**src/rtl/regbank_pkg.sv**
```systemverilog
package regbank_pkg;
  localparam int OFF_W  = 7;
  localparam int BANK_W = 2;
  localparam int DATA_W = 8;
  localparam int PHYS_W = OFF_W + BANK_W;

  localparam logic [OFF_W-1:0] GPR_BASE    = 7'h20;
  localparam logic [OFF_W-1:0] SHARED_BASE = 7'h70;
  localparam logic [OFF_W-1:0] OFF_PORT    = 7'h00;
  localparam logic [OFF_W-1:0] OFF_PCL     = 7'h02;
  localparam logic [OFF_W-1:0] OFF_STAT    = 7'h03;
  localparam logic [OFF_W-1:0] OFF_PTR     = 7'h04;

  localparam int GPR_PER_BANK = int'(SHARED_BASE) - int'(GPR_BASE);
  localparam int SHARED_SIZE  = (1 << OFF_W) - int'(SHARED_BASE);

  localparam int STAT_IND_BIT  = 7;
  localparam int STAT_BANK_LSB = 5;

  typedef enum logic [1:0] {CORE_NONE, CORE_PCL, CORE_STAT, CORE_PTR} core_sel_e;
endpackage

```
**src/rtl/regbank_addr_map.sv**
```systemverilog
module regbank_addr_map
  import regbank_pkg::*;
#(
  parameter int GPR_BANKS = 3,
  parameter int RAM_AW    = 8
) (
  input  logic [OFF_W-1:0]  off_i,
  input  logic [BANK_W-1:0] bank_i,
  input  logic [DATA_W-1:0] ptr_i,
  input  logic              ind_bank_i,
  output logic [PHYS_W-1:0] phys_o,
  output logic              is_sfr_o,
  output core_sel_e         core_sel_o,
  output logic              ram_hit_o,
  output logic [RAM_AW-1:0] ram_idx_o,
  output logic              loop_o
);
  logic              ind;
  logic [BANK_W-1:0] eff_bank;
  logic [OFF_W-1:0]  eff_off;
  logic              sfr, shared, mirrored;

  always_comb begin
    ind      = (off_i == OFF_PORT);
    eff_bank = ind ? {ind_bank_i, ptr_i[DATA_W-1]} : bank_i;
    eff_off  = ind ? ptr_i[OFF_W-1:0] : off_i;
    loop_o   = ind && (eff_off == OFF_PORT);
    sfr      = (eff_off < GPR_BASE);
    shared   = (eff_off >= SHARED_BASE);

    unique case (eff_off)
      OFF_PCL:  core_sel_o = CORE_PCL;
      OFF_STAT: core_sel_o = CORE_STAT;
      OFF_PTR:  core_sel_o = CORE_PTR;
      default:  core_sel_o = CORE_NONE;
    endcase
    mirrored = (core_sel_o != CORE_NONE) || loop_o;

    phys_o    = (mirrored || shared) ? {{BANK_W{1'b0}}, eff_off} : {eff_bank, eff_off};
    is_sfr_o  = sfr;
    ram_hit_o = !sfr && (shared || (int'(eff_bank) < GPR_BANKS));

    if (shared)
      ram_idx_o = RAM_AW'(GPR_BANKS * GPR_PER_BANK) + RAM_AW'(eff_off - SHARED_BASE);
    else
      ram_idx_o = RAM_AW'(eff_bank) * RAM_AW'(GPR_PER_BANK) + RAM_AW'(eff_off - GPR_BASE);
  end
endmodule

```
**src/rtl/regbank_core_sfr.sv**
```systemverilog
module regbank_core_sfr
  import regbank_pkg::*;
(
  input  logic              clk_i,
  input  logic              rst_ni,
  input  logic              we_i,
  input  core_sel_e         sel_i,
  input  logic [DATA_W-1:0] wdata_i,
  output logic [DATA_W-1:0] rdata_o,
  output logic [BANK_W-1:0] bank_o,
  output logic              ind_bank_o,
  output logic [DATA_W-1:0] ptr_o
);
  logic [DATA_W-1:0] pcl_q, stat_q, ptr_q;

  always_ff @(posedge clk_i or negedge rst_ni) begin
    if (!rst_ni) begin
      pcl_q  <= '0;
      stat_q <= '0;
      ptr_q  <= '0;
    end else if (we_i) begin
      unique case (sel_i)
        CORE_PCL:  pcl_q  <= wdata_i;
        CORE_STAT: stat_q <= wdata_i;
        CORE_PTR:  ptr_q  <= wdata_i;
        default: ;
      endcase
    end
  end

  always_comb begin
    unique case (sel_i)
      CORE_PCL:  rdata_o = pcl_q;
      CORE_STAT: rdata_o = stat_q;
      CORE_PTR:  rdata_o = ptr_q;
      default:   rdata_o = '0;
    endcase
  end

  assign bank_o     = stat_q[STAT_BANK_LSB +: BANK_W];
  assign ind_bank_o = stat_q[STAT_IND_BIT];
  assign ptr_o      = ptr_q;

  assert_reset_clear_R8: assert property (@(posedge clk_i)
    !rst_ni |-> (bank_o == '0 && !ind_bank_o && ptr_o == '0 && pcl_q == '0));

  assert_bank_follows_write_R1: assert property (@(posedge clk_i) disable iff (!rst_ni)
    (we_i && sel_i == CORE_STAT) |=> (bank_o == $past(wdata_i[STAT_BANK_LSB +: BANK_W])));
endmodule

```
**src/rtl/regbank_gpr_ram.sv**
```systemverilog
module regbank_gpr_ram
  import regbank_pkg::*;
#(
  parameter int DEPTH  = 256,
  parameter int RAM_AW = 8
) (
  input  logic              clk_i,
  input  logic              rst_ni,
  input  logic              we_i,
  input  logic [RAM_AW-1:0] idx_i,
  input  logic [DATA_W-1:0] wdata_i,
  output logic [DATA_W-1:0] rdata_o
);
  logic [DATA_W-1:0] mem_q [DEPTH];

  always_ff @(posedge clk_i) begin
    if (we_i && int'(idx_i) < DEPTH) mem_q[idx_i] <= wdata_i;
  end

  assign rdata_o = (int'(idx_i) < DEPTH) ? mem_q[idx_i] : '0;

  assert_readback_R9: assert property (@(posedge clk_i) disable iff (!rst_ni)
    (we_i && int'(idx_i) < DEPTH) |=> ((idx_i != $past(idx_i)) || (rdata_o == $past(wdata_i))));
endmodule

```
**src/rtl/regbank_addr_unit.sv**
```systemverilog
module regbank_addr_unit
  import regbank_pkg::*;
#(
  parameter int GPR_BANKS = 3
) (
  input  logic              clk_i,
  input  logic              rst_ni,
  input  logic [OFF_W-1:0]  addr_i,
  input  logic              we_i,
  input  logic [DATA_W-1:0] wdata_i,
  output logic [DATA_W-1:0] rdata_o,
  output logic [PHYS_W-1:0] phys_idx_o,
  output logic              is_sfr_o,
  output logic [BANK_W-1:0] bank_o
);
  localparam int RAM_DEPTH = GPR_BANKS * GPR_PER_BANK + SHARED_SIZE;
  localparam int RAM_AW    = $clog2(RAM_DEPTH);

  logic [BANK_W-1:0] bank;
  logic              ind_bank, loop, ram_hit;
  logic [DATA_W-1:0] ptr, sfr_rd, ram_rd;
  logic [RAM_AW-1:0] ram_idx;
  core_sel_e         core_sel;

  regbank_addr_map #(.GPR_BANKS(GPR_BANKS), .RAM_AW(RAM_AW)) u_map (
    .off_i(addr_i), .bank_i(bank), .ptr_i(ptr), .ind_bank_i(ind_bank),
    .phys_o(phys_idx_o), .is_sfr_o(is_sfr_o), .core_sel_o(core_sel),
    .ram_hit_o(ram_hit), .ram_idx_o(ram_idx), .loop_o(loop)
  );

  regbank_core_sfr u_core (
    .clk_i, .rst_ni, .we_i(we_i && !loop), .sel_i(core_sel), .wdata_i,
    .rdata_o(sfr_rd), .bank_o(bank), .ind_bank_o(ind_bank), .ptr_o(ptr)
  );

  regbank_gpr_ram #(.DEPTH(RAM_DEPTH), .RAM_AW(RAM_AW)) u_ram (
    .clk_i, .rst_ni, .we_i(we_i && ram_hit), .idx_i(ram_idx), .wdata_i, .rdata_o(ram_rd)
  );

  always_comb begin
    if (loop)                       rdata_o = '0;
    else if (core_sel != CORE_NONE) rdata_o = sfr_rd;
    else if (ram_hit)               rdata_o = ram_rd;
    else                            rdata_o = '0;
  end

  assign bank_o = bank;

  assert_port_loop_zero_R6: assert property (@(posedge clk_i) disable iff (!rst_ni)
    (addr_i == OFF_PORT && ptr[OFF_W-1:0] == OFF_PORT) |-> (rdata_o == '0 && is_sfr_o));

  assert_shared_mirror_R4: assert property (@(posedge clk_i) disable iff (!rst_ni)
    (addr_i >= SHARED_BASE) |-> (phys_idx_o == {{BANK_W{1'b0}}, addr_i} && !is_sfr_o));

  assert_core_mirror_R3: assert property (@(posedge clk_i) disable iff (!rst_ni)
    (addr_i == OFF_STAT) |-> (phys_idx_o == PHYS_W'(OFF_STAT) && rdata_o[STAT_BANK_LSB +: BANK_W] == bank_o));

  assert_direct_bank_R1: assert property (@(posedge clk_i) disable iff (!rst_ni)
    (addr_i >= GPR_BASE && addr_i < SHARED_BASE) |-> (phys_idx_o == {bank_o, addr_i}));
endmodule

```
**config.mk**
```make
export PLATFORM = sky130hd
export DESIGN_NAME = regbank_addr_unit
export DESIGN_NICKNAME = d
export VERILOG_FILES = /design/src/rtl/regbank_pkg.sv /design/src/rtl/regbank_addr_map.sv /design/src/rtl/regbank_core_sfr.sv /design/src/rtl/regbank_gpr_ram.sv /design/src/rtl/regbank_addr_unit.sv
export SDC_FILE = /design/constraint.sdc
export NUM_CORES = 2
export LEC_CHECK = 0
export BUFFER_PORTS_ARGS = -buffer_cell sky130_fd_sc_hd__buf_2
export CAP_MARGIN = 25
export CELL_PAD_IN_SITES_DETAIL_PLACEMENT = 0
export CELL_PAD_IN_SITES_GLOBAL_PLACEMENT = 1
export CORE_ASPECT_RATIO = 0.5
export CORE_MARGIN = 2
export CORE_UTILIZATION = 45
export DETAILED_ROUTE_END_ITERATION = 8
export PLACE_DENSITY = 0.77
export SYNTH_ARGS = -nofsm -noshare
export SYNTH_HDL_FRONTEND = slang
export SYNTH_SLANG_ARGS = --single-unit
```
**constraint.sdc**
```tcl
create_clock -name clk_i -period 6.68 [get_ports clk_i]
set_clock_uncertainty 0.05 [all_clocks]
set_input_delay 0.668 -clock clk_i [delete_from_list [all_inputs] [get_ports clk_i]]
set_output_delay 0.668 -clock clk_i [all_outputs]
set_load 0.02 [all_outputs]
```
==> impl_metrics.prom <==
# TYPE chip_impl_metric gauge
chip_impl_metric{name="yosysWarnings",unit=""} 0
chip_impl_metric{name="numCtsBuffers",unit=""} 182
chip_impl_metric{name="total_power",unit="mW"} 26.78
chip_impl_metric{name="final_cell_area",unit="um2"} 92240
chip_impl_info{name="buffer_type_at_the_clock_tree_root",value="sky130_fd_sc_hd__clkbuf_16"} 1
chip_impl_metric{name="switching_power",unit="mW"} 6.314
chip_impl_metric{name="clock_tree.htree_level_count",unit=""} 4
chip_impl_metric{name="final_period_minus_worst_setup_slack",unit="ns"} 6.740
chip_impl_metric{name="slew_headroom",unit="%"} 18.84
chip_impl_metric{name="tightestPinTransition",unit="ns"} 1.213
chip_impl_metric{name="detailedPlacementHpwl",unit="mm"} 157.6
chip_impl_metric{name="grt_pass1_wl",unit="mm"} 372.4
chip_impl_metric{name="dpl_cell_area",unit="um2"} 86410
chip_impl_metric{name="drv.max_cap_violation_count",unit=""} 0
chip_impl_info{name="worstSetupStartpointType",value="primary input"} 1
chip_impl_info{name="hold_path_class",value="in2reg"} 1
chip_impl_metric{name="register_to_register_setup_slack",unit="ns"} 1.74
chip_impl_info{name="setup.worst_path.end_class",value="output port"} 1
chip_impl_metric{name="layout_setup_ws",unit="ns"} -0.05967
chip_impl_metric{name="worstPathArrival",unit="ns"} 6.02
chip_impl_metric{name="seqCellArea",unit="um2"} 62100
chip_impl_metric{name="layout-drive-gt1-share",unit="%"} 13.68
chip_impl_info{name="hold_path_startpoint",value="wdata_i[5]"} 1
chip_impl_metric{name="grt_max_degree",unit=""} 209
chip_impl_info{name="crit_path_start",value="addr_i[2]"} 1
chip_impl_metric{name="vdd_drop_max",unit="mV"} 0.3036
chip_impl_metric{name="avgRoutedWirePerCell",unit="um"} 32.23
chip_impl_metric{name="combined_area_of_all_synthesized_cells",unit="um2"} 81650
chip_impl_metric{name="area.growth.synth_to_final",unit="%"} 12.97
chip_impl_metric{name="fmax",unit="MHz"} 148.4
chip_impl_info{name="regToRegEndpoint",value="u_ram.mem_q[106][1]"} 1
chip_impl_metric{name="globalRouteTotalUtil",unit="%"} 27.89
chip_impl_metric{name="drtIter0Drc",unit=""} 9893
chip_impl_info{name="ys_dominant_reg_cell",value="sky130_fd_sc_hd__edfxtp_1"} 1
chip_impl_metric{name="clock_power_share",unit="%"} 38.5
chip_impl_metric{name="avgSynthCellArea",unit="um2"} 14.99
chip_impl_metric{name="synth_seq_area_share",unit="%"} 76.06
chip_impl_metric{name="synth_enable_flop_cells",unit=""} 2048
chip_impl_metric{name="static-leakage-power",unit="nW"} 29.38
chip_impl_metric{name="route.antenna.remaining_nets",unit=""} 0
chip_impl_metric{name="syn_inst",unit=""} 5448
chip_impl_info{name="hold-path-endpoint",value="u_ram.mem_q[1][5]"} 1
chip_impl_metric{name="floorplan.io_pins",unit=""} 38
chip_impl_metric{name="num_vias",unit=""} 54072
chip_impl_info{name="worst_r2r_startpoint",value="u_core.stat_q[6]"} 1
chip_impl_metric{name="fin_max_slew_vios",unit=""} 0
chip_impl_metric{name="distinct_cells_synth",unit=""} 80
chip_impl_info{name="status",value="finished with violations"} 1
chip_impl_metric{name="tritoncts_num_sinks",unit=""} 2072
chip_impl_metric{name="finalSetupTns",unit="ns"} -0.06994
chip_impl_metric{name="power.combinational.fraction",unit="%"} 7.9
chip_impl_metric{name="net_count_synth",unit=""} 5470
chip_impl_metric{name="floorplan.initialDensity",unit="%"} 45.35
chip_impl_metric{name="worst_path_fanout_max",unit=""} 6
chip_impl_metric{name="gpl.final_weighted_congestion",unit=""} 1.042
chip_impl_metric{name="total_setup_violations_reported_at_the_end_of_the_flow",unit=""} 2
chip_impl_metric{name="fillerInstances",unit=""} 14696
chip_impl_metric{name="grt_pass1_vias",unit=""} 50831
chip_impl_info{name="synth.largest_area_cell",value="sky130_fd_sc_hd__edfxtp_1"} 1
chip_impl_metric{name="clock_tree.buffer_depth",unit=""} 3
chip_impl_metric{name="overflow",unit=""} 0
chip_impl_metric{name="fp.dieArea",unit="um2"} 185100
chip_impl_metric{name="report.final.hold_viol_count",unit=""} 0
chip_impl_metric{name="die_height",unit="um"} 305.2
chip_impl_metric{name="synthDominantCellAreaShare",unit="%"} 75.32
chip_impl_metric{name="clock_pin_slew_on_the_worst_setup_and_hold_paths",unit="ns"} 0.07
chip_impl_metric{name="port_buffers",unit=""} 37
chip_impl_metric{name="dr.pass1.iters",unit=""} 9
chip_impl_metric{name="critical_path_data_required_time",unit="ns"} 5.96
chip_impl_metric{name="seq_power_share",unit="%"} 53.5
chip_impl_metric{name="finalWirelength",unit="mm"} 263.6
chip_impl_metric{name="asyncSetResetFlopFracSynth",unit="%"} 1.158
chip_impl_metric{name="coreArea",unit="um2"} 180000
chip_impl_info{name="synth_top_cells_by_area",value="sky130_fd_sc_hd__edfxtp_1 75%, sky130_fd_sc_hd__nand2_1 3.5%, sky130_fd_sc_hd__o32ai_1 2.1%"} 1
chip_impl_metric{name="detail_route.drc_violations",unit=""} 0
chip_impl_metric{name="finalNetCount",unit=""} 5632
chip_impl_metric{name="initial_antenna_violation_count",unit=""} 10
chip_impl_metric{name="multi_input_area",unit="um2"} 17480
chip_impl_metric{name="power_density",unit="nW/um2"} 290.4
chip_impl_metric{name="vias_per_cell",unit=""} 6.612
chip_impl_metric{name="place_ws",unit="ns"} -0.6172
chip_impl_info{name="setup_repair_after_global_routing_missed_its_margin",value="false"} 1
chip_impl_metric{name="final_min_period_over_clock_period",unit="%"} 100.9
chip_impl_metric{name="insertion_delay_to_the_later_sink_of_the_worst_skew_pair",unit="ns"} 0.84
chip_impl_info{name="setup.worst_path.class",value="in2out"} 1
chip_impl_metric{name="rr_worst_depth",unit=""} 16
chip_impl_metric{name="row_count",unit=""} 110
chip_impl_metric{name="die_w",unit="um"} 606.4
chip_impl_info{name="cts_tree",value="yes"} 1
chip_impl_metric{name="min_path_cells",unit=""} 1
chip_impl_metric{name="ff_latch_count_synth",unit=""} 2072
chip_impl_info{name="violations",value="setup timing"} 1
chip_impl_metric{name="power_report.internal_total",unit="mW"} 20.47
chip_impl_metric{name="power.switching_fraction",unit="%"} 23.57
-- state kept, by name, summed over array words and instances, names as in the netlist --
signal	flops
u_ram.mem_q	2048
u_core.pcl_q	8
u_core.ptr_o	8
u_core.stat_q	8
-- per-layer routing --
layer	vias to the layer above	GRT usage (%)	share of wire (%)	wire length (um)
met2	4215	40.14	43	114000
met5	-	0.3101	0.039	103
met1	27301	38.97	38	98940
met3	636	9.202	15	39150
met4	8	11.47	4.3	11390
li1	21912	-	-	-
-- logic make-up after synthesis --
logic type               count (synthesis)  share of synthesized area [%]
AND/OR/NAND/NOR                       1359                          6.927
multiplexers                           116                          1.859
buffers and inverters                  500                          2.771
flip-flops                            2072                          76.06
adder cells (fa/ha/maj)                  4                        0.07050
XOR/XNOR                                 2                        0.02146
AO/OA/AOI/OAI                         1395                          12.29
-- critical path, cell delays in order --
cell and delay, ns:
sky130_fd_sc_hd__buf_2 0.16, sky130_fd_sc_hd__or4_4 0.57, sky130_fd_sc_hd__nor2_2 0.14, sky130_fd_sc_hd__a31o_2 0.25, sky130_fd_sc_hd__xor2_1 0.19, sky130_fd_sc_hd__ha_1 0.19
sky130_fd_sc_hd__inv_1 0.06, sky130_fd_sc_hd__fa_1 0.46, sky130_fd_sc_hd__xor2_2 0.31, sky130_fd_sc_hd__buf_4 0.17, sky130_fd_sc_hd__nand3_1 0.18, sky130_fd_sc_hd__a31oi_4 0.35
sky130_fd_sc_hd__buf_4 0.21, sky130_fd_sc_hd__nand2b_1 0.14, sky130_fd_sc_hd__a21o_1 0.13, sky130_fd_sc_hd__nand4_1 0.44, sky130_fd_sc_hd__buf_4 0.32, sky130_fd_sc_hd__or4_4 0.50
sky130_fd_sc_hd__a221oi_1 0.37, sky130_fd_sc_hd__buf_4 0.21
-- worst max-delay path by stage --
| stage | end | slack, ns | cells after the start |
|---|---|---|---|
| finish | rdata_o[0] | -0.06 | 20 |
| global route | rdata_o[2] | 0.02 | 17 |
| CTS | rdata_o[0] | 0.01 | 20 |
| detailed placement | rdata_o[6] | -0.62 | 20 |
| global placement | rdata_o[6] | -0.61 | 20 |
| floorplan | rdata_o[0] | 1.20 | 16 |
-- layout make-up --
class / count / area share [%]
multi-input combinational: 2876 / 18.95
sequential: 2072 / 67.33
inverter: 74 / 0.3201
tap: 2408 / 3.266
clock inverter: 104 / 0.8953
clock buffer: 225 / 5.274
timing repair buffer: 404 / 3.930
antenna: 15 / 0.04070
-- cells in the final DEF (no fill, tap or decap), types with 112 or more instances in the layout --
cell type,count
sky130_fd_sc_hd__buf_4,317
sky130_fd_sc_hd__o21ai_0,195
sky130_fd_sc_hd__a31oi_1,131
sky130_fd_sc_hd__nand2_1,761
sky130_fd_sc_hd__a311oi_1,112
sky130_fd_sc_hd__a21oi_1,200
sky130_fd_sc_hd__edfxtp_1,2048
sky130_fd_sc_hd__nor2_1,286
sky130_fd_sc_hd__nand3_1,133
sky130_fd_sc_hd__o32ai_1,195
sky130_fd_sc_hd__o22ai_1,135
sky130_fd_sc_hd__clkbuf_16,189
-- power by group through the flow --
stage,sequential (mW),clock [mW],combinational (mW)
floorplan,14.6,0,0.897
global placement,14.6,0,1.98
detailed placement,14.6,0,2.01
CTS,14.3,10.3,2.02
global route,14.3,10.8,2.16
finish,14.3,10.3,2.13
-- what timing repair did --
action | in CTS | in global routing
gates resized for setup | 5 | 8
pin swaps | 0 | 3
hold endpoints to repair | 24 | 0
endpoints found under the setup margin | 2 | 2
hold buffers | 1 | 0
setup buffers | 0 | 1
-- per-stage QoR --
step | hold WS (ns) | instances | util (%)
floorplan | 0.3224 | 5448 | -
global placement | 0.4418 | 7828 | 47.98
detailed placement | 0.4424 | 7831 | 48.00
CTS | 0.2570 | 8161 | 51.19
global route | 0.2800 | 8163 | 51.22
finish | 0.2818 | 8178 | 51.24
-- Yosys cell counts (28+ instances only) --
master,count
sky130_fd_sc_hd__o22a_1,28
sky130_fd_sc_hd__buf_2,182
sky130_fd_sc_hd__edfxtp_1,2048
sky130_fd_sc_hd__nand2_1,764
sky130_fd_sc_hd__a21oi_1,202
sky130_fd_sc_hd__buf_4,30
sky130_fd_sc_hd__o221a_2,41
sky130_fd_sc_hd__o32ai_1,195
sky130_fd_sc_hd__a21o_1,33
sky130_fd_sc_hd__inv_1,72
sky130_fd_sc_hd__a311oi_1,113
sky130_fd_sc_hd__a31oi_1,132
sky130_fd_sc_hd__a221oi_1,74
sky130_fd_sc_hd__buf_1,57
sky130_fd_sc_hd__o21ai_0,197
sky130_fd_sc_hd__o221ai_1,57
sky130_fd_sc_hd__nor2_1,291
sky130_fd_sc_hd__clkbuf_1,151
sky130_fd_sc_hd__nand3_1,134
sky130_fd_sc_hd__a211oi_1,46
sky130_fd_sc_hd__o22ai_1,135
sky130_fd_sc_hd__mux2i_1,65
sky130_fd_sc_hd__nor3_1,72
Note: power is estimated with default switching activity, not from simulation.
